==> src/rtl/cellcode_pkg.sv <==
// Shared types for the coarse cell code generator.
package cellcode_pkg;
    // Conversion phase: idle/holding, then one phase per resolved field, then output load.
    typedef enum logic [2:0] {
        PH_IDLE = 3'd0,
        PH_MSB  = 3'd1,
        PH_B4   = 3'd2,
        PH_B5   = 3'd3,
        PH_OUT  = 3'd4
    } phase_t;
endpackage

==> src/rtl/therm_prio_enc.sv <==
// Priority encoder for a (2**OUT_W - 1)-line thermometer vector.
// Output is one plus the index of the highest asserted line, 0 when none is set.
// Assumes nothing about monotonicity: bubbles below the top line are ignored.
module therm_prio_enc #(
    parameter int OUT_W = 3
) (
    input  logic [(2**OUT_W)-2:0] therm_i,
    output logic [OUT_W-1:0]      idx_o
);
    localparam int LINES = (2**OUT_W) - 1;

    // Scan upward so the highest set line wins.
    always_comb begin
        idx_o = '0;
        for (int i = 0; i < LINES; i++) begin
            if (therm_i[i]) idx_o = OUT_W'(i + 1);
        end
    end
endmodule

==> src/rtl/line_pick_mux.sv <==
// 8:1-style selector (2**SEL_W inputs) that routes one comparator line.
// The top input is tied to 0; a low enable forces the output to 0.
module line_pick_mux #(
    parameter int SEL_W = 3
) (
    input  logic [(2**SEL_W)-2:0] lines_i,
    input  logic [SEL_W-1:0]      sel_i,
    input  logic                  en_i,
    output logic                  bit_o
);
    logic [(2**SEL_W)-1:0] ext;

    // Extend with the tied-low spare input, then pick and gate.
    always_comb begin
        ext   = {1'b0, lines_i};
        bit_o = en_i & ext[sel_i];
    end
endmodule

==> src/rtl/coarse_cell_coder.sv <==
// Segmented coarse cell code generator.
// Captures 28 comparator decisions on an accepted strobe, then resolves the
// cell code in three clocked steps: group bits, fourth bit, fifth bit.
// valid_o rises one cycle after the last step and the code holds until the
// next accepted strobe. Assumes comparator lines are synchronous to clk.
module coarse_cell_coder #(
    parameter int MSB_W = 3
) (
    input  logic                           clk,
    input  logic                           rst_n,
    input  logic                           sample_i,
    input  logic [(2**MSB_W)-2:0]          coarse_i,
    input  logic [(2**MSB_W)-2:0]          mid_i,
    input  logic [2*((2**MSB_W)-1)-1:0]    fine_i,
    output logic                           valid_o,
    output logic [MSB_W+1:0]               code_o
);
    import cellcode_pkg::*;

    localparam int LINES  = (2**MSB_W) - 1;
    localparam int CODE_W = MSB_W + 2;
    localparam int BANKS  = 2;

    phase_t                   phase_q;
    logic [LINES-1:0]         coarse_q;
    logic [LINES-1:0]         mid_q;
    logic [BANKS*LINES-1:0]   fine_q;
    logic [MSB_W-1:0]         msb_q;
    logic [MSB_W-1:0]         msb_d;
    logic                     b4_q;
    logic                     b4_d;
    logic                     b5_q;
    logic [BANKS-1:0]         bank_bit;

    // Step 1 decoder: highest coarse line sets the group.
    therm_prio_enc #(.OUT_W(MSB_W)) u_enc (
        .therm_i (coarse_q),
        .idx_o   (msb_d)
    );

    // Step 2 selector: group picks one mid comparator.
    line_pick_mux #(.SEL_W(MSB_W)) u_mid_mux (
        .lines_i (mid_q),
        .sel_i   (msb_q),
        .en_i    (1'b1),
        .bit_o   (b4_d)
    );

    // Step 3 selectors: one bank per fourth-bit value, only the matching bank enabled.
    for (genvar b = 0; b < BANKS; b++) begin : g_bank
        line_pick_mux #(.SEL_W(MSB_W)) u_fine_mux (
            .lines_i (fine_q[b*LINES +: LINES]),
            .sel_i   (msb_q),
            .en_i    (b4_q == 1'(b)),
            .bit_o   (bank_bit[b])
        );
    end

    // Phase sequencer with input capture and per-step result registers.
    always_ff @(posedge clk) begin
        if (!rst_n) begin
            phase_q  <= PH_IDLE;
            coarse_q <= '0;
            mid_q    <= '0;
            fine_q   <= '0;
            msb_q    <= '0;
            b4_q     <= 1'b0;
            b5_q     <= 1'b0;
            valid_o  <= 1'b0;
            code_o   <= '0;
        end else begin
            unique case (phase_q)
                PH_IDLE: begin
                    if (sample_i) begin
                        coarse_q <= coarse_i;
                        mid_q    <= mid_i;
                        fine_q   <= fine_i;
                        valid_o  <= 1'b0;
                        phase_q  <= PH_MSB;
                    end
                end
                PH_MSB: begin
                    msb_q   <= msb_d;
                    phase_q <= PH_B4;
                end
                PH_B4: begin
                    b4_q    <= b4_d;
                    phase_q <= PH_B5;
                end
                PH_B5: begin
                    b5_q    <= |bank_bit;
                    phase_q <= PH_OUT;
                end
                PH_OUT: begin
                    code_o  <= CODE_W'({msb_q, b4_q, b5_q});
                    valid_o <= 1'b1;
                    phase_q <= PH_IDLE;
                end
                default: phase_q <= PH_IDLE;
            endcase
        end
    end
endmodule

==> config.mk <==
export PLATFORM = sky130hd
export DESIGN_NAME = coarse_cell_coder
export DESIGN_NICKNAME = d
export VERILOG_FILES = /design/src/rtl/cellcode_pkg.sv /design/src/rtl/therm_prio_enc.sv /design/src/rtl/line_pick_mux.sv /design/src/rtl/coarse_cell_coder.sv
export SDC_FILE = /design/constraint.sdc
export NUM_CORES = 1
export LEC_CHECK = 0
export ABC_AREA = 1
export CELL_PAD_IN_SITES_DETAIL_PLACEMENT = 1
export CELL_PAD_IN_SITES_GLOBAL_PLACEMENT = 2
export CORE_UTILIZATION = 25
export DETAILED_ROUTE_END_ITERATION = 7
export PLACE_DENSITY = 0.84
export SLEW_MARGIN = 20
export SYNTH_ARGS = -nofsm -noshare
export SYNTH_HDL_FRONTEND = slang
export SYNTH_SLANG_ARGS = --single-unit
==> constraint.sdc <==
create_clock -name clk -period 1.1 [get_ports clk]
set_input_delay 0.165 -clock clk [delete_from_list [all_inputs] [get_ports clk]]
set_output_delay 0.165 -clock clk [all_outputs]
set_load 0.05 [all_outputs]
==> metrics.txt, run 1 <==
Worst EP arrival 1.32 ns; DRC 0; Design Area, Final ~0.0026 mm²; Crit-path slowest cell dfxtp_4; via/cell ratio between 4 and 5; CP Capture Type flip-flop; hold_ws about 0.46 ns; total CTS buffers 5; Hold Violations, Final 0; Startpoint Class flip-flop; Post-Synth XOR/XNOR Area 0%; CP max stage delay approximately 0.38 ns; Combinational Power Share about a fifth; crit path kind reg -> reg; Final Core Density 38.69%; Cell Area, Synth between 0.0015 and 0.002 mm²; Netlist cell types 21; drt pass-1 iters 4; port buffer count 36; core area 0.006794 mm²; Sw Ratio between 20% and 30%; Final #Nets approximately 310; IO Pins 37; CP Data Required Time ~1.3 ns; maximum vdd drop roughly 500 µV; fillers a little over 800; routed wire length roughly 5 mm; Adder-Cell Fraction of Synth Area 0%; P_leak around 1.0 nW; Antenna Nets Post-Route 0; Int Pwr about 2.7 mW; most common cell after layout, fill and taps aside dfxtp_1; CP Max Fanout 7; Buf/Inv on CP 1; TritonCTS clock tree done; Final WS setup -0.03984 ns; Final period util 103.6%; Initial DRC Count 58; Most Frequent Cell on Critical Path nand3_1; Area after DPL approximately 0.0024 mm²; net switching power between 1 and 1.5 mW; gr ovfl total 0; Rel. slew slack 83.35%; delay-heaviest family, CP flip-flops; Clock Tree Buf Depth 2; pwr dens approximately 1400 mW/mm²; final setup fails 22; pin count of the biggest net entering global routing between 50 and 60; area of the multi-input gates 773.2 µm²; Die H 86.04 µm; cts hold-fix bufs 0; most frequent cells in the layout dfxtp_1 (37), inv_1 (36), a21oi_1 (34); routed len/inst between 10 and 15 µm; mux share of post-synthesis cell area 0%; H-tree depth 2; fmax just under 900 MHz; fraction of layout cells with a size suffix above 1 around 26%; Slew Viols, Final 0; GP Congestion 0.7526; clock power share a little under a third; Syn Inst Count 230; Clock Sinks 42; yosys warns 0; Post-DP HPWL 3.246 mm; Synth Net Count 261; initial antenna violation count 0; Synth Register Bits between 40 and 50; post-synthesis sequential area ratio 47.63%; main combinational cell family by area after synthesis compound AO/OA/AOI/OAI gates; min Tclk post-route 1.140 ns; simple-gate share of the synthesized area 14.03%; Avg Inst Size Synth between 7 and 8 µm²; Flop pwr share between 40% and 50%; Max Clock Skew 0.004206 ns; worst slew pin tran 0.2472 ns; Clock transition at path regs approximately 0.080 ns; unrepaired setup endpoints after global routing yes; all-layer global routing usage ~14%; violated checks negative setup slack; status finished with violations; Worst Hold Class reg -> reg; Row Count 30; first-pass GRT wire length about 8.0 mm; Compound-Gate Fraction of Synth Area approximately 25%; root buf cell clkbuf_8; area delta synth->final 48.90%; Initial Util between 20% and 30%; crit-path cells buf_6 -> o211ai_1 -> nand3_1 -> nand3_1 -> a21oi_1; width of the die between 80 and 90 µm; vias in the first global route around 1700; Storage cell area 852.1 µm²; worst skew pair latency ~0.30 ns; antenna cells 0; die area ~0.0074 mm²; via count around 1700; Max-cap violations 0
[through the flow]
step                instances  power [mW]  TNS, ns  worst slack (ns)
CTS                       375       3.652  -0.3749          -0.03018
floorplan                 230       2.143        0           0.03690
detailed placement        367       2.430   -7.738           -0.2442
global route              377       3.910   -2.565           -0.1093
finish                    377       3.696  -0.4322          -0.03984
global placement          367       2.407   -6.378           -0.2297
[per-layer routing]
layer / vias to the layer above / part of all wire (%) / wire, µm / track usage (%)
met5: - / 0 / 0 / 0
met4: 0 / 1.4 / 68 / 5.000
met3: 6 / 4.1 / 206 / 3.850
met2: 24 / 51 / 2547 / 23.23
met1: 817 / 43 / 2165 / 16.44
li1: 855 / - / - / -
[synthesized netlist by cell type, drive strengths merged]
library cell / number / share of area, %
clkbuf: 3 / 0.64
a21oi: 37 / 11
nor2: 9 / 2.3
buf: 9 / 4.1
inv: 42 / 8.9
nand2: 22 / 4.8
dfxtp: 42 / 48
nor3: 1 / 0.92
a41oi: 2 / 0.99
a31oi: 1 / 0.35
o211ai: 2 / 0.85
nand3: 20 / 6.0
o21ai: 40 / 12
[logic make-up after synthesis]
| group | Yosys count |
|---|---|
| AOI/OAI and AO/OA | 82 |
| buffers and inverters | 54 |
| DFF | 42 |
| and+or+nand+nor | 52 |
[timing repair]
action	CTS	global route
resized for setup	30	25
gates cloned	0	1
setup endpoints to repair	34	32
pin swaps	14	8
hold endpoints to repair	0	0
buffers inserted	0	1
[worst paths after layout]
path / startpoint / to / slack [ns] / cells after the start
setup / recovery: msb_q[0]$_SDFFE_PN0P_ / b4_q$_SDFFE_PN0N_ / -0.04 / 5
hold / removal: mid_q[3]$_SDFFE_PN0P_ / mid_q[3]$_SDFFE_PN0P_ / 0.46 / 2
setup reg to reg: msb_q[0]$_SDFFE_PN0P_ / b4_q$_SDFFE_PN0N_ / -0.04 / 5
hold reg to reg: mid_q[3]$_SDFFE_PN0P_ / mid_q[3]$_SDFFE_PN0P_ / 0.46 / 2
[power groups by stage]
stage,logic [mW],clock network (mW),registers (mW)
global placement,0.650,0,1.76
global route,0.882,1.27,1.76
CTS,0.714,1.20,1.74
detailed placement,0.667,0,1.76
finish,0.791,1.17,1.74
floorplan,0.395,0,1.75
[tightest hold or removal path: cells and delay by family (launching register included)]
kind            cells  cell delay, ns
compound gates      1            0.05
flops               1            0.30
buf+inv             1            0.06
[flip-flops by register name, indices dropped and copies added, names as in the netlist]
register / count
fine_q: 14
mid_q: 7
msb_q: 3
code_o: 5
b4_q: 1
valid_o: 1
phase_q: 3
b5_q: 1
coarse_q: 7
[area by class of cell]
class,instances,area share [%]
Clock buffer,8,4.188
Inverter,42,6.283
Multi-Input combinational cell,134,29.41
Sequential cell,42,32.41
Tap cell,96,4.569
Timing Repair Buffer,55,23.13
No activity file was read; power rests on OpenSTA's default activity.
==> inputs of run 2 (changes only) <==
Settings changed: CORE_UTILIZATION 25 to 28, PLACE_DENSITY 0.84 to 0.88.
Clock period 1.1 ns to 1.2 ns, I/O delays scaled along.
==> run 2 against run 1 <==
  * The run now ends clean
  * Global-route usage up 0.38 points
  * Setup slack better by 0.10 ns
  * Cell count down 7.7%
==> metrics.txt, run 2 (synthesized netlist as in run 1, its figures left out) <==
status complete, no violations; Max Clock Skew 0.008457 ns (+0.004251 ns); pin count of the biggest net entering global routing 52 (-5.5%); via count 1605 (-5.7%); Most flops, register fine_q; Initial Util 29.47% (+3.5 points); vias in the first global route 1548 (-9.0%); routed wire length 4.289 mm (-14%); core area 0.005991 mm² (-12%); most common cell after layout, fill and taps aside inv_1; area delta synth->final 38.91%; Die H 81.41 µm (-5.4%); Max-cap violations 0 (unchanged); antenna cells 0 (unchanged); port buffer count 36 (unchanged); setup TNS 0 ns (+0.4322 ns); unrepaired setup endpoints after global routing no; Clock Sinks 42 (unchanged); hold_ws 0.4505 ns (-0.006367 ns); TritonCTS clock tree done; Initial DRC Count 79 (+36%); area of the multi-input gates 683.2 µm² (-12%); Clock Tree Buf Depth 2 (unchanged); Hold Violations, Final 0 (unchanged); Flop pwr share 44.4% (-2.7 points); pwr dens 1452 mW/mm² (+3.3%); root buf cell clkbuf_8; P_leak 0.9834 nW (-5.5%); Slew Viols, Final 0 (unchanged); die area 0.006627 mm² (-10%); Final period util 94.79% (-8.8 points); Startpoint Class flip-flop; Post-DP HPWL 3.034 mm (-6.5%); IO Pins 37 (unchanged); total CTS buffers 5 (unchanged); clock power share 38.9% (+7.4 points); net switching power 879.5 µW (-15%); drt pass-1 iters 2 (-2); Final #Nets 303 (-2.6%); final setup fails 0 (-100%); CP Data Required Time 1.43 ns (+0.15 ns); Combinational Power Share 16.7% (-4.7 points); min Tclk post-route 1.137 ns (-0.002373 ns); first-pass GRT wire length 7.100 mm (-11%); Rel. slew slack 82.41% (-0.93 points); most frequent cells in the layout inv_1 (40), dfxtp_1 (39), o21ai_0 (36); Worst Hold Class reg -> reg; all-layer global routing usage 14.07% (+0.38 points); top flop regs fine_q (14), coarse_q (7), mid_q (7); Worst EP arrival 1.36 ns (+0.04 ns); Final Core Density 40.94% (+2.2 points); DRC 0 (unchanged); Int Pwr 2.681 mW (+0.66%); worst slew pin tran 0.2635 ns (+0.01632 ns); width of the die 81.41 µm (-5.4%); gr ovfl total 0 (unchanged); max reg flops 14 (unchanged); via/cell ratio 4.612 (+2.2%); worst skew pair latency 0.30 ns (about the same); GP Congestion 0.7307 (-2.9%); Sw Ratio 24.70% (-3.2 points); fraction of layout cells with a size suffix above 1 13.55% (-12 points); Antenna Nets Post-Route 0 (unchanged); crit path kind reg -> reg; maximum vdd drop 549.0 µV (+6.7%); non-filler cells in the finished layout 348 (-7.7%); Storage cell area 844.6 µm² (-0.88%); Row Count 28 (-6.7%); H-tree depth 2 (unchanged); fillers 715 (-13%); CP Max Fanout 51 (+44); routed len/inst 12.32 µm (-6.8%); initial antenna violation count 0 (unchanged); CP Capture Type flip-flop; Clock transition at path regs 0.08 ns (about the same); cts hold-fix bufs 0 (unchanged); dpl cells 340 (-7.4%); fmax 879.1 MHz (+0.21%)
## run 2: cell count changes in the layout (fill, tap and decap cells not counted), moves of 8 or more
cell	previous run	this run
o21ai_0	24	36
nand3_2	9	1
o21ai_1	14	3
nand3_1	10	19
nand2_1	12	21
nand2_2	10	1
## run 2: final cells by class
type / instances / share of cell area, %
clock buffers: 6 / 3.367
clock inverters: 2 / 2.449
inverters: 42 / 6.531
multi-input cells: 134 / 27.86
flip-flops and latches: 42 / 34.44
well taps: 75 / 3.827
repair buffers: 47 / 21.53
## run 2: power by group through the flow
stage               clock (mW)  combinational [mW]  sequential (mW)
floorplan                    0               0.363             1.60
global placement             0               0.583             1.61
detailed placement           0               0.596             1.61
CTS                       1.40               0.602             1.58
global route              1.48               0.669             1.60
finish                    1.39               0.595             1.58
## run 2: worst max-delay path: stages (launching register included)
cell and delay [ns]:
dfxtp_2 0.36, nor2_4 0.11, nand3_2 0.09, buf_12 0.18, buf_4 0.17, a21oi_1 0.13
## run 2: worst paths after layout
path,start,end,slack (ns),cells after the start
min,fine_q[6]$_SDFFE_PN0P_,fine_q[6]$_SDFFE_PN0P_,0.45,2
max,phase_q[0]$_SDFFE_PN0P_,mid_q[6]$_SDFFE_PN0P_,0.06,5
min reg2reg,fine_q[6]$_SDFFE_PN0P_,fine_q[6]$_SDFFE_PN0P_,0.45,2
max reg2reg,phase_q[0]$_SDFFE_PN0P_,mid_q[6]$_SDFFE_PN0P_,0.06,5
## run 2: per-stage QoR
step | setup WS [ns] | cell area (µm²) | power [mW]
global placement | -0.1202 | 2303 | 2.190
finish | 0.06253 | 2452 | 3.560
CTS | 0.0007273 | 2446 | 3.585
floorplan | 0.1369 | 1765 | 1.964
detailed placement | -0.1483 | 2303 | 2.207
global route | 0.003900 | 2452 | 3.748
## run 2: what timing repair did
item                                    4_1_cts  5_1_grt
endpoints found under the setup margin        0       27
buffers inserted                              0        0
gates resized for setup                       0        7
endpoints found under the hold margin         0        0
## run 2: routing by layer
layer  wire length [µm]  track usage [%]
met1               2023            17.80
met2               2089            23.17
met3                126            3.371
met4                 50            4.821
met5                  0                0
==> inputs of run 3 (changes only) <==
Settings changed: ABC_CLOCK_PERIOD_IN_PS set to 1200.
==> results of run 3 <==
Final layout, timing and power as in run 2 (identical DEF).
